## src/rtl/trig_pkg.sv

```systemverilog
package trig_pkg;
  localparam int unsigned CFG_W = 32;
  localparam int unsigned IDX_W = 2;

  typedef enum logic [IDX_W-1:0] {
    CFG_INUSE  = 2'd0,
    CFG_ENABLE = 2'd1,
    CFG_LEVEL  = 2'd2,
    CFG_POLAR  = 2'd3
  } cfg_sel_e;
endpackage

```

## src/rtl/trig_cfg_regs.sv

```systemverilog
module trig_cfg_regs
  import trig_pkg::*;
#(
  parameter int unsigned NUM_CH = 16
) (
  input  logic                 clk_i,
  input  logic                 rst_ni,
  input  logic                 we_i,
  input  logic [IDX_W-1:0]     idx_i,
  input  logic [CFG_W-1:0]     data_i,
  output logic [NUM_CH-1:0]    part_o,
  output logic [NUM_CH-1:0]    lvl_o,
  output logic [NUM_CH-1:0]    pol_o,
  output logic                 err_o
);
  localparam int unsigned CNT_W = $clog2(NUM_CH + 1);

  logic [NUM_CH-1:0] inuse_q, en_q, lvl_q, pol_q;
  logic [NUM_CH-1:0] wdata;
  logic [NUM_CH-1:0] edge_sel;
  logic [CNT_W-1:0]  edge_cnt;

  assign wdata = data_i[NUM_CH-1:0];

  generate
    if (NUM_CH < CFG_W) begin : g_hi
      logic unused_hi;
      assign unused_hi = ^data_i[CFG_W-1:NUM_CH];
    end
  endgenerate

  always_ff @(posedge clk_i or negedge rst_ni) begin
    if (!rst_ni) begin
      inuse_q <= '0;
      en_q    <= '0;
      lvl_q   <= '0;
      pol_q   <= '0;
    end else if (we_i) begin
      unique case (cfg_sel_e'(idx_i))
        CFG_INUSE:  inuse_q <= wdata;
        CFG_ENABLE: en_q    <= wdata;
        CFG_LEVEL:  lvl_q   <= wdata;
        CFG_POLAR:  pol_q   <= wdata;
        default:    ;
      endcase
    end
  end

  assign part_o   = inuse_q & en_q;
  assign lvl_o    = lvl_q;
  assign pol_o    = pol_q;
  assign edge_sel = part_o & ~lvl_q;

  always_comb begin
    edge_cnt = '0;
    for (int i = 0; i < NUM_CH; i++) begin
      edge_cnt = edge_cnt + CNT_W'(edge_sel[i]);
    end
  end

  assign err_o = (edge_cnt > CNT_W'(1));
endmodule

```

## src/rtl/trig_hist.sv

```systemverilog
module trig_hist #(
  parameter int unsigned NUM_CH = 16
) (
  input  logic              clk_i,
  input  logic              rst_ni,
  input  logic              arm_i,
  input  logic              strobe_i,
  input  logic [NUM_CH-1:0] sample_i,
  output logic [NUM_CH-1:0] prev_o,
  output logic              primed_o
);
  logic [NUM_CH-1:0] prev_q;
  logic              primed_q;

  always_ff @(posedge clk_i or negedge rst_ni) begin
    if (!rst_ni) begin
      prev_q   <= '0;
      primed_q <= 1'b0;
    end else if (arm_i) begin
      primed_q <= 1'b0;
    end else if (strobe_i) begin
      prev_q   <= sample_i;
      primed_q <= 1'b1;
    end
  end

  assign prev_o   = prev_q;
  assign primed_o = primed_q;
endmodule

```

## src/rtl/trig_lane.sv

```systemverilog
module trig_lane (
  input  logic part_i,
  input  logic lvl_i,
  input  logic pol_i,
  input  logic cur_i,
  input  logic prev_i,
  input  logic primed_i,
  output logic ok_o
);
  logic lvl_ok, edge_ok;

  assign lvl_ok  = (cur_i == pol_i);
  // pol 0 rising, pol 1 falling
  assign edge_ok = primed_i & (prev_i == pol_i) & (cur_i != pol_i);
  assign ok_o    = ~part_i | (lvl_i ? lvl_ok : edge_ok);
endmodule

```

## src/rtl/trig_matcher.sv

```systemverilog
module trig_matcher
  import trig_pkg::*;
#(
  parameter int unsigned NUM_CH = 16
) (
  input  logic              clk_i,
  input  logic              rst_ni,
  input  logic              cfg_we_i,
  input  logic [1:0]        cfg_idx_i,
  input  logic [31:0]       cfg_data_i,
  input  logic              arm_i,
  input  logic              strobe_i,
  input  logic [NUM_CH-1:0] sample_i,
  output logic              hit_o,
  output logic              armed_o,
  output logic              cfg_err_o
);
  logic [NUM_CH-1:0] part, lvl, pol, prev, lane_ok;
  logic              primed, err, match;
  logic              armed_q, hit_q;

  trig_cfg_regs #(.NUM_CH(NUM_CH)) u_cfg (
    .clk_i  (clk_i),
    .rst_ni (rst_ni),
    .we_i   (cfg_we_i),
    .idx_i  (cfg_idx_i),
    .data_i (cfg_data_i),
    .part_o (part),
    .lvl_o  (lvl),
    .pol_o  (pol),
    .err_o  (err)
  );

  trig_hist #(.NUM_CH(NUM_CH)) u_hist (
    .clk_i    (clk_i),
    .rst_ni   (rst_ni),
    .arm_i    (arm_i),
    .strobe_i (strobe_i),
    .sample_i (sample_i),
    .prev_o   (prev),
    .primed_o (primed)
  );

  generate
    for (genvar g = 0; g < NUM_CH; g++) begin : g_lane
      trig_lane u_lane (
        .part_i   (part[g]),
        .lvl_i    (lvl[g]),
        .pol_i    (pol[g]),
        .cur_i    (sample_i[g]),
        .prev_i   (prev[g]),
        .primed_i (primed),
        .ok_o     (lane_ok[g])
      );
    end
  endgenerate

  assign match = (&lane_ok) & ~err;

  always_ff @(posedge clk_i or negedge rst_ni) begin
    if (!rst_ni) begin
      armed_q <= 1'b0;
      hit_q   <= 1'b0;
    end else if (arm_i) begin
      armed_q <= 1'b1;
      hit_q   <= 1'b0;
    end else if (strobe_i && armed_q && match) begin
      armed_q <= 1'b0;
      hit_q   <= 1'b1;
    end else begin
      hit_q   <= 1'b0;
    end
  end

  assign hit_o     = hit_q;
  assign armed_o   = armed_q;
  assign cfg_err_o = err;
endmodule

```

## config.mk

```make
export PLATFORM = sky130hd
export DESIGN_NAME = trig_matcher
export DESIGN_NICKNAME = d
export VERILOG_FILES = /design/src/rtl/trig_pkg.sv /design/src/rtl/trig_cfg_regs.sv /design/src/rtl/trig_hist.sv /design/src/rtl/trig_lane.sv /design/src/rtl/trig_matcher.sv
export SDC_FILE = /design/constraint.sdc
export NUM_CORES = 1
export LEC_CHECK = 0
export ABC_AREA = 0
export CORE_AREA = 2 2 124 126
export DETAILED_ROUTE_END_ITERATION = 6
export DIE_AREA = 0 0 126 128
export DONT_BUFFER_PORTS = 1
export GPL_TIMING_DRIVEN = 0
export SETUP_SLACK_MARGIN = 0.3
export SLEW_MARGIN = 20
export SYNTH_ARGS = -nofsm -noshare
export SYNTH_HDL_FRONTEND = slang
export SYNTH_SLANG_ARGS = --single-unit
```

## constraint.sdc

```tcl
create_clock -name clk_i -period 6.52 [get_ports clk_i]
set_input_delay 0.326 -clock clk_i [delete_from_list [all_inputs] [get_ports clk_i]]
set_output_delay 0.326 -clock clk_i [all_outputs]
set_load 0.005 [all_outputs]
```

Word-level counts from Yosys, hierarchy flattened
Index checks and enable logic that the tools add are counted.
{"block": "op_classes", "add_sub_neg": 15, "n_lt_le_gt_ge": 1, "eq_ne": 51, "mux": 22, "bitwise_logic": 70, "reduce_logical": 11}
{"operator": "$add A5 B1 Y5", "count": 14}
{"operator": "$and A1 B1 Y1", "count": 33}
{"operator": "$and A16 B16 Y16", "count": 2}
{"operator": "$eq A1 B1 Y1", "count": 32}
{"operator": "$mux W1", "count": 22}
{"operator": "$not A1 Y1", "count": 18}
{"operator": "$ne A1 B1 Y1", "count": 16}
{"operator": "$not A16 Y16", "count": 1}
{"operator": "$or A1 B1 Y1", "count": 16}
{"operator": "$reduce_and A16 Y1", "count": 1}
{"operator": "$reduce_and A2 Y1", "count": 5}
{"operator": "$gt A5 B1 Y1 const B", "count": 1}
{"operator": "$eq A2 B2 Y1 const B", "count": 2}
{"operator": "$reduce_bool A2 Y1", "count": 2}
{"operator": "$add A1 B1 Y2", "count": 1}
{"operator": "$eq A2 B1 Y1 const B", "count": 1}
{"operator": "$logic_and A1 B1 Y1", "count": 2}
{"operator": "$logic_not A2 Y1", "count": 1}
{"block": "totals", "regBits": 83, "input_bits": 55, "out_inout_bits": 3, "elab_cells": 178}

Longest topological paths before layout
Gate-level depths: netlist of the first run.
{"block": "logic_depth", "depth_word": 23, "mapped_depth": 17, "mapped_depth_nobuf": 17}

By module
A second synthesis of the first run with hierarchy kept.
{"block": "hier_totals", "cells_unflattened": 361, "hier_area_um2": 4603.2}
{"mod": "trig_cfg_regs", "n_inst": 1, "cells_per_inst": 199, "area_each_um2": 2951.6, "seq_area_each_um2": 1601.5}
{"mod": "trig_lane", "n_inst": 16, "cells_per_inst": 7, "area_each_um2": 52.6, "seq_area_each_um2": 0.0}
{"mod": "trig_hist", "n_inst": 1, "cells_per_inst": 38, "area_each_um2": 695.7, "seq_area_each_um2": 425.4}
{"mod": "trig_matcher", "n_inst": 1, "cells_per_inst": 12, "area_each_um2": 115.1, "seq_area_each_um2": 50.0}

Worst setup path before layout of the first run
No wires, ideal clock.
{"block": "synth_path", "path_kind": "register to register", "startpoint": "register u_cfg.inuse_q[0]", "endpoint": "register armed_q (netlist: armed_o)", "setup_ns": 0.124, "arrival_ns": 4.545, "required_time_ns": 6.396, "slack_ns": 1.851, "path_stages_with_launch": 18, "path_buffers": 0, "period_less_slack_ns": 4.669, "cell_sequence": "dfrtp_1 -> nand2_1 -> nor2_1 -> ha_1 -> inv_1 -> fa_1 -> fa_1 -> fa_1 -> inv_1 -> fa_1 -> inv_1 -> fa_1 -> fa_1 -> nor2_1 -> a31oi_1 -> nor4b_2 -> nand4_1 -> o31a_1"}
{"block": "synth_between", "elab_chain_len": 22, "elab_cells_between_ends": 25, "cone_classes": "add/sub (15); order compare (1); bitwise (6); reduce/logical (3)"}
{"item": "start, declared", "line": "trig_cfg_regs.sv:18", "rtl": "logic [NUM_CH-1:0] inuse_q, en_q, lvl_q, pol_q;"}
{"item": "start signal, assigned", "line": "trig_cfg_regs.sv:40", "rtl": "CFG_INUSE: inuse_q <= wdata;"}
{"item": "$and A16 B16 Y16 *", "line": "trig_cfg_regs.sv:49", "rtl": "assign part_o = inuse_q & en_q;"}
{"item": "$and A16 B16 Y16", "line": "trig_cfg_regs.sv:52", "rtl": "assign edge_sel = part_o & ~lvl_q;"}
{"item": "$add A1 B1 Y2", "line": "trig_cfg_regs.sv:57", "rtl": "edge_cnt = edge_cnt + CNT_W'(edge_sel[i]);"}
{"item": "$add A5 B1 Y5 (14 in series)", "line": "trig_cfg_regs.sv:57"}
{"item": "$gt A5 B1 Y1", "line": "trig_cfg_regs.sv:61", "rtl": "assign err_o = (edge_cnt > CNT_W'(1));"}
{"item": "$not A1 Y1", "line": "trig_matcher.sv:58", "rtl": "assign match = (&lane_ok) & ~err;"}
{"item": "$and A1 B1 Y1 *", "line": "trig_matcher.sv:58"}
{"item": "$logic_and A1 B1 Y1 *", "line": "trig_matcher.sv:67", "rtl": "end else if (strobe_i && armed_q && match) begin"}
{"item": "$reduce_bool A2 Y1 (no source line) *"}
{"item": "end signal, assigned", "line": "trig_matcher.sv:62", "rtl": "armed_q <= 1'b0;"}
{"item": "end signal, assigned", "line": "trig_matcher.sv:65", "rtl": "armed_q <= 1'b1;"}
{"item": "end signal, assigned", "line": "trig_matcher.sv:68", "rtl": "armed_q <= 1'b0;"}
{"item": "end, declared", "line": "trig_matcher.sv:20", "rtl": "logic armed_q, hit_q;"}
Every way passes the cells marked *; elsewhere a longest branch is shown, timed or not.
A chain may end at the register's enable or synchronous reset.

Worst setup path after layout of the first run
{"block": "layout_path", "startpoint": "register u_cfg.inuse_q[0]", "endpoint": "register hit_q (netlist: hit_o)"}
{"block": "layout_between", "elab_chain_len": 23, "elab_cells_between_ends": 26, "cone_classes": "add/sub (15); order compare (1); mux (2); bitwise (6); reduce/logical (2)"}
{"item": "$and A16 B16 Y16 *", "line": "trig_cfg_regs.sv:49"}
{"item": "$and A16 B16 Y16", "line": "trig_cfg_regs.sv:52"}
{"item": "$add A1 B1 Y2", "line": "trig_cfg_regs.sv:57"}
{"item": "$add A5 B1 Y5 (14 in series)", "line": "trig_cfg_regs.sv:57"}
{"item": "$gt A5 B1 Y1", "line": "trig_cfg_regs.sv:61"}
{"item": "$not A1 Y1", "line": "trig_matcher.sv:58"}
{"item": "$and A1 B1 Y1 *", "line": "trig_matcher.sv:58"}
{"item": "$logic_and A1 B1 Y1 *", "line": "trig_matcher.sv:67"}
{"item": "$mux W1 *", "line": "trig_matcher.sv:67"}
{"item": "$mux W1 *", "line": "trig_matcher.sv:64", "rtl": "end else if (arm_i) begin"}
{"item": "end signal, assigned", "line": "trig_matcher.sv:63", "rtl": "hit_q <= 1'b0;"}
{"item": "end signal, assigned", "line": "trig_matcher.sv:66", "rtl": "hit_q <= 1'b0;"}
{"item": "end signal, assigned", "line": "trig_matcher.sv:69", "rtl": "hit_q <= 1'b1;"}
{"item": "end, declared", "line": "trig_matcher.sv:20"}
Marks and branches as above.

==> key figures, run 1 <==
Power and ir drop
  • Combinational Power Share: 0.254
  • Internal Pwr Total: roughly 1.1 mW
  • Net switching power: about 470 uW
  • Leakage: 2.07 nW
  • Switching Fraction: 0.293
  • Peak VDD IR: roughly 0.00014 V
  • Pwr per Cell Area: approximately 330 mW/mm^2
  • Clock power share: 0.327
  • Sequential Power Share: 0.419

Clock network
  • Cts bufs inserted: 9
  • H-tree levels: 3
  • Post-CTS Setup Bufs: 0
  • Clock Path Buffers: 2
  • CTS clk-pin slew, worst paths: around 0.060 ns
  • CTS sink cnt: 83
  • Clock Latency Late Sink: 0.34 ns
  • Hold Buf Count CTS: 2
  • TritonCTS clock tree: built
  • Root Driver: clkbuf_16
  • Post_cts resized: 0

Logic synthesis
  • Cell Area, Synth: between 0.004 and 0.005 sq mm
  • Post-synthesis xor/xnor area fraction: 0.0302
  • Main combinational cell family by area after synthesis: multiplexers
  • Flops & latches, synth: 83
  • Mapped Cells: 354
  • Synth area leaders: dfrtp_1, mux2_2, fa_1, xnor2_1, and3b_1
  • Commonest cells post-synth: dfrtp_1, mux2_2, nand2_1
  • Asr flop ratio synth: 1.00
  • Unique masters post-synth: 38
  • Synth top area share: 0.478
  • Synthesized-area fraction occupied by adder cells: 0.0605
  • Mux cell area share after synthesis: 0.207
  • Compound-Gate Fraction of Synth Area: 0.0567
  • EDFF count, synth: 0
  • Syn Nets: around 420
  • Sequential area share after synthesis: 0.478
  • Synth Area in Simple Gates: 0.147
  • Most frequent cell after synthesis: dfrtp_1
  • YS warnings: 0
  • Mapped Avg Cell Area: about 12 sq um
  • Synth area leader: dfrtp_1
  • Post-synth top flop: dfrtp_1

Setup path
  • Kind of critical path: flop to flop
  • Worst Path Max Fanout: 3
  • CP Capture Type: flop
  • CP Launch Type: flop
  • Data arrival time of the critical path: ~5.6 ns
  • Worst Path Required: around 6.7 ns

STA
  • Minimum clock period: 5.37 ns
  • Fmax: between 150 and 200 MHz
  • Fin crit share: 0.824
  • Final Setup Violations: 0
  • RSZ-0062 raised after global routing: no
  • Total Negative Setup Slacks: 0 ns
  • Final Hold Fails: 0
  • Slew HR: 0.651
  • Least-Margin Pin Slew: 0.522 ns
  • Max-slew violation count: 0
  • WHS: ~0.046 ns
  • Skew final: 0.00409 ns

Finish
  • Post-layout util: 0.332
  • Final Non-Filler Cells: 560
  • Diodes inserted: 0
  • Layout cells sized above 1: 0.280
  • Fill count: between 1500 and 2000
  • Area growth, synth to finish: 13.5%
  • # nets final: 437

Routing
  • Via/cell ratio: between 4 and 5
  • Drt total wl: about 9.5 mm
  • DRC viols: 0
  • WL/cell: 16.9 microns
  • Via Count: 2714
  • Antenna viol nets, final: 0
  • DR pass1 iterations: 4
  • DR iter-0 viols: 87

Global route
  • Largest net degree at the start of global routing: 84
  • Vias in the first global route: roughly 2900
  • Gr usage total: 0.125
  • Initial antenna violation count: 0
  • Total grt overflow: 0
  • First-pass GRT wire length: about 15 mm

Floorplan
  • Chip Height: roughly 130 microns
  • Initial Util: 0.292
  • Die W: around 130 microns
  • Core Region: roughly 0.015 sq mm
  • Die ar.: 0.0161 sq mm
  • Row count: between 40 and 50
  • Total I/O pin count: 58

Run
  • Max_cap viols: 0

Placement
  • GP Congestion: 0.735
  • Placed wire-length estimate: roughly 6.8 mm
  • Placed instance count: 542
  • Number of buffers added on ports: 0

Min path
  • Min-delay worst type: input pin to flop

Run status
  • Status: complete, no violations
## worst paths after layout
check | from | end | slack [ns] | depth (start not counted)
min in group asynchronous | rst_ni | u_hist.prev_o[10]$_DFFE_PN0P_ | 0.54 | 2
worst max-delay path | u_cfg.inuse_q[0]$_DFFE_PN0P_ | hit_o$_DFF_PN0_ | 1.15 | 17
worst max register to register | u_cfg.inuse_q[0]$_DFFE_PN0P_ | hit_o$_DFF_PN0_ | 1.15 | 17
worst min register to register | u_cfg.en_q[7]$_DFFE_PN0P_ | u_cfg.en_q[7]$_DFFE_PN0P_ | 0.49 | 1
max in group asynchronous | rst_ni | u_hist.prev_o[13]$_DFFE_PN0P_ | 5.64 | 2
worst min-delay path | arm_i | u_hist.primed_o$_DFFE_PN0P_ | 0.05 | 1
## state kept, by name, indices dropped and copies added, names as in the netlist
signal	cells
u_hist.prev_o	16
u_cfg.pol_o	16
u_cfg.inuse_q	16
u_cfg.lvl_o	16
armed_o	1
hit_o	1
u_hist.primed_o	1
u_cfg.en_q	16
## cells by family (layout without fill, tap and decap cells)
family | Yosys count | in the layout
and+or+nand+nor | 101 | 101
adders and majority gates | 15 | 15
DFF | 83 | 83
AOI/OAI and AO/OA | 40 | 40
xor gates and xnor gates | 15 | 15
buffers and inverters | 20 | 38
muxes | 80 | 80
## per-stage QoR
stage	instance area (sq um)	power (mW)	worst slack, ns
2_1_floorplan	4350	0.991	1.85
3_3_place_gp	4580	1.07	1.25
3_5_place_dp	4580	1.09	1.20
4_1_cts	4930	1.64	1.14
5_1_grt	4930	1.73	0.881
6_report	4930	1.62	1.15
## worst max-delay path: stages, from the launching register on
cell     delay [ns]
dfrtp_1        0.37
nand2_1        0.09
nor2_1         0.07
ha_1           0.28
inv_1          0.05
fa_1           0.53
fa_1           0.52
fa_1           0.54
inv_1          0.05
fa_1           0.54
inv_1          0.06
fa_1           0.46
fa_1           0.39
nor2_1         0.11
a31oi_1        0.12
nor4b_2        0.42
nand4_1        0.14
nor4_1         0.49
## power by group through the flow
stage                     clock network (mW)  logic (mW)  registers, mW
final                                  0.529       0.410          0.678
after floorplan                            0       0.324          0.667
after CTS                              0.540       0.418          0.678
after global placement                     0       0.389          0.678
after global routing                   0.562       0.476          0.691
after detailed placement                   0       0.402          0.687
## layer usage
metal | up-vias | GRT usage | share of wire
met1 | 1378 | 0.151 | 0.43
met2 | 44 | 0.215 | 0.50
li1 | 1280 | - | -
met5 | - | 0 | 0
met4 | 0 | 0.0446 | 0.013
met3 | 12 | 0.0355 | 0.049
## cells in the final DEF (no fill, tap or decap), types with 2 or more instances in the layout
cell type   netlist  final
a21oi_1          14     14
a221o_1           2      2
a22oi_1           3      3
a22oi_2           2      2
and2b_1           5      5
and3b_1          12     12
buf_2             6      6
clkbuf_16         0      9
clkbuf_8          0      3
clkinvlp_4        0      2
dfrtp_1          83     83
fa_1             10     10
ha_1              5      5
inv_1            13     13
mux2_1            9      9
mux2_2           71     71
nand2_1          20     20
nand2b_1          5      5
nand3b_1          4      4
nand4_1           4      4
nor2_1           13     13
nor2b_1          11     11
nor3b_1          13     13
o21ai_0           3      3
o21ai_1          10     10
o22ai_1           2      2
or2_2             6      6
xnor2_1          15     15
## final cells by class
cell class,instances,area [sq um],share of cell area
Sequential cell,83,2080,0.421
Clock inverter,3,45.0,0.00913
Timing Repair Buffer,2,37.5,0.00761
Multi-Input combinational cell,251,2180,0.442
Inverter,13,48.8,0.00989
Clock buffer,13,270,0.0548
Tap cell,188,235,0.0477
Buffer,7,41.3,0.00837
Note: power is estimated with default switching activity, not from simulation.
==> run 2, diff against run 1 <==
clock period = 4.7 ns   (was 6.52 ns; I/O delays follow)
==> run 2 against run 1 <==
The run now ends with setup timing left. Non-clock buffer count increased by 7. Utilization increased by 0.56 points. Flip-flop and latch count unchanged. Via count decreased by 1.4%. Worst hold slack got worse by 0.013 ns. Global-route usage decreased by 0.084 points. Count of clock-buffer cells in the layout increased by 1. Critical path depth unchanged. Largest power group unchanged.
==> key figures, run 2 (synthesized netlist as in run 1, its figures left out) <==
Power and ir drop
  • Pwr per Cell Area: 465 mW/mm^2 (was 328 mW/mm^2)
  • Net switching power: 683 uW (was 474 uW)
  • Overall power: 2.33 mW (was 1.62 mW)
  • Combinational Power Share: 0.301 (was 0.254)
  • Internal Pwr Total: 1.65 mW (was 1.14 mW)
  • Leakage: 2.09 nW (was 2.07 nW)
  • Peak VDD IR: 0.000191 V (was 0.000141 V)
  • Sequential Power Share: 0.404 (was 0.419)
  • Clock power share: 0.295 (was 0.327)
  • Switching Fraction: 0.293 (about the same)

STA
  • Total Negative Setup Slacks: -0.338 ns (was 0 ns)
  • Slew HR: 0.645 (was 0.651)
  • Max-slew violation count: 0 (unchanged)
  • Final Hold Fails: 0 (unchanged)
  • Final Setup Violations: 2 (was 0)
  • RSZ-0062 raised after global routing: yes (was no)
  • Skew final: 0.00699 ns (was 0.00409 ns)
  • Worst setup margin: -0.190 ns (was 1.15 ns)
  • Fmax: between 200 and 250 MHz
  • Least-Margin Pin Slew: 0.532 ns (was 0.522 ns)
  • WHS: 0.0330 ns (was 0.0462 ns)
  • Fin crit share: 1.04
  • Minimum clock period: 4.89 ns

Routing
  • DR WL met3: 507 microns (was 466 microns)
  • Metal2 WL: 4.94 mm (was 4.77 mm)
  • Drt total wl: 9.50 mm (was 9.46 mm)
  • Via/cell ratio: 4.72 (was 4.85)
  • DR pass1 iterations: 4 (unchanged)
  • DRC viols: 0 (unchanged)
  • WL/cell: 16.7 microns (was 16.9 microns)
  • M1 wire length: 3.92 mm (was 4.10 mm)
  • Via Count: 2675 (was 2714)
  • Antenna viol nets, final: 0 (unchanged)
  • Top sig layer: met4 (unchanged)
  • DR iter-0 viols: 84 (was 87)

Run status
  • Violated checks: setup timing
  • Status: complete, but fails checks (was complete, no violations)

Setup path
  • R2R setup slack: -0.15 ns (was 1.15 ns)
  • Worst path bufs/invs: 5 (was 3)
  • Worst Path Required: 4.47 ns (was 6.70 ns)
  • Crit path largest cell delay: 0.55 ns (was 0.54 ns)
  • Slowest-stage cell, CP: fa_2 (was fa_1)
  • Data arrival time of the critical path: 4.65 ns (was 5.55 ns)
  • Setup crit end: cfg_err_o (was hit_o$_DFF_PN0_)
  • Worst flop-to-flop path startpoint: u_cfg.en_q[1]$_DFFE_PN0P_ (was u_cfg.inuse_q[0]$_DFFE_PN0P_)
  • Reg2reg path depth: 19 (was 17)
  • Crit path cell chain: nand2_2 > nor2_4 > ha_4 > inv_2 > fa_2 > fa_1 > fa_1 > inv_1 > fa_1 > inv_2 > fa_2 > fa_2 > nor2_2 > a31oi_2 > nor4b_2 > buf_4 > inv_1 (was nand2_1 > nor2_1 > ha_1 > inv_1 > fa_1 > fa_1 > fa_1 > inv_1 > fa_1 > inv_1 > fa_1 > fa_1 > nor2_1 > a31oi_1 > nor4b_2 > nand4_1 > nor4_1)
  • RR Endpoint: armed_o$_DFFE_PN0P_ (was hit_o$_DFF_PN0_)
  • CP Capture Type: primary output (was flop)
  • Kind of critical path: flop to primary output (was flop to flop)
  • Worst Path Max Fanout: 2 (was 3)
  • Crit. Startpoint: u_cfg.en_q[1]$_DFFE_PN0P_ (was u_cfg.inuse_q[0]$_DFFE_PN0P_)
  • CP Launch Type: flop (unchanged)
  • Crit path depth: 17 (unchanged)
  • Largest delay contributor family on the critical path: adder cells (unchanged)

Clock network
  • TritonCTS clock tree: built (unchanged)
  • Cts bufs inserted: 9 (unchanged)
  • H-tree levels: 3 (unchanged)
  • CTS sink cnt: 83 (unchanged)
  • Clock Path Buffers: 2 (unchanged)
  • Clock Latency Late Sink: 0.33 ns (was 0.34 ns)
  • CTS clk-pin slew, worst paths: 0.06 ns (about the same)
  • Root Driver: clkbuf_16 (unchanged)

Floorplan
  • Initial Util: 0.292 (unchanged)
  • Chip Height: 128 microns (unchanged)
  • Total I/O pin count: 58 (unchanged)
  • Core Region: 0.0149 sq mm (unchanged)
  • Die W: 126 microns (unchanged)
  • Die ar.: 0.0161 sq mm (unchanged)
  • Row count: 45 (unchanged)

Min path
  • Hold Crit Depth: 1 (unchanged)
  • Min-delay worst type: input pin to flop (unchanged)

Finish
  • Diodes inserted: 0 (unchanged)
  • Most frequent cells in the layout: dfrtp_1, mux2_2, nand2_1 (unchanged)
  • Fill count: 1499 (was 1527)
  • Layout cells sized above 1: 0.317 (was 0.280)
  • # nets final: 444 (was 437)
  • Commonest non-fill, non-tap cell in the layout: dfrtp_1 (unchanged)
  • Area growth, synth to finish: 15.4% (was 13.5%)
  • Finished Cell Area: 0.00502 sq mm (was 0.00493 sq mm)

Placement
  • GP Congestion: 0.731 (was 0.735)
  • Post-DP Area: 0.00459 sq mm (was 0.00458 sq mm)
  • Dpl ws: -0.185 ns (was 1.20 ns)
  • Number of buffers added on ports: 0 (unchanged)
  • Placed wire-length estimate: 6.83 mm (was 6.79 mm)

Run
  • Max_cap viols: 0 (unchanged)

Global route
  • Gr usage total: 0.124 (was 0.125)
  • Largest net degree at the start of global routing: 84 (unchanged)
  • First-pass GRT wire length: 15.4 mm (about the same)
  • Initial antenna violation count: 0 (unchanged)
  • Vias in the first global route: 2987 (was 2929)
  • Total grt overflow: 0 (unchanged)
## run 2: what timing repair did
action                                  CTS  global route
endpoints found under the setup margin    3             3
hold buffers                              3             0
resized for setup                         4             9
endpoints found under the hold margin    84             0
pin swaps                                 2             3
buffers inserted                          5             1
## run 2: worst min path at each step
stage / startpoint / end / slack [ns]
final: cfg_data_i[7] / u_cfg.en_q[7]$_DFFE_PN0P_ / 0.03
after global routing: cfg_data_i[7] / u_cfg.en_q[7]$_DFFE_PN0P_ / 0.02
after CTS: cfg_data_i[13] / u_cfg.en_q[13]$_DFFE_PN0P_ / 0.02
after detailed placement: rst_ni / u_hist.prev_o[7]$_DFFE_PN0P_ / -0.06
after global placement: rst_ni / u_cfg.pol_o[7]$_DFFE_PN0P_ / -0.06
after floorplan: rst_ni / armed_o$_DFFE_PN0P_ / -0.06
## run 2: final cells by class
class	count	area, sq um	area share
clock buffer	14	254	0.0506
clock inverter	2	35.0	0.00698
timing repair buffer	9	96.3	0.0192
buffer	7	41.3	0.00823
sequential	83	2080	0.414
inverter	13	48.8	0.00973
tap	188	235	0.0469
multi-input combinational	251	2230	0.444
## run 2: stage by stage
step	cells	util
finish	567	0.337
CTS	566	0.334
global route	567	0.337
floorplan	354	-
detailed placement	542	0.309
global placement	542	0.309
## run 2: per-layer routing
layer | up-vias | GRT usage
li1 | 1291 | -
met1 | 1335 | 0.137
met2 | 37 | 0.228
met3 | 12 | 0.0422
met4 | 0 | 0.0330
met5 | - | 0
## run 2: power groups by stage
stage / Sequential, mW / Combinational, mW / Clock, mW
6_report: 0.942 / 0.702 / 0.688
5_1_grt: 0.961 / 0.792 / 0.743
2_1_floorplan: 0.925 / 0.451 / 0
4_1_cts: 0.939 / 0.668 / 0.710
3_5_place_dp: 0.952 / 0.567 / 0
3_3_place_gp: 0.940 / 0.547 / 0
## run 2: worst reg2reg max path: stages, from the launching register on
cell	delay [ns]
dfrtp_1	0.39
nand2_2	0.11
nor2_4	0.05
ha_4	0.26
inv_2	0.03
fa_2	0.55
fa_1	0.45
fa_1	0.49
inv_1	0.05
fa_1	0.50
inv_2	0.05
fa_2	0.37
fa_2	0.38
nor2_2	0.12
a31oi_2	0.09
nor4b_2	0.23
buf_4	0.17
buf_6	0.09
nand4_1	0.08
o31a_1	0.29
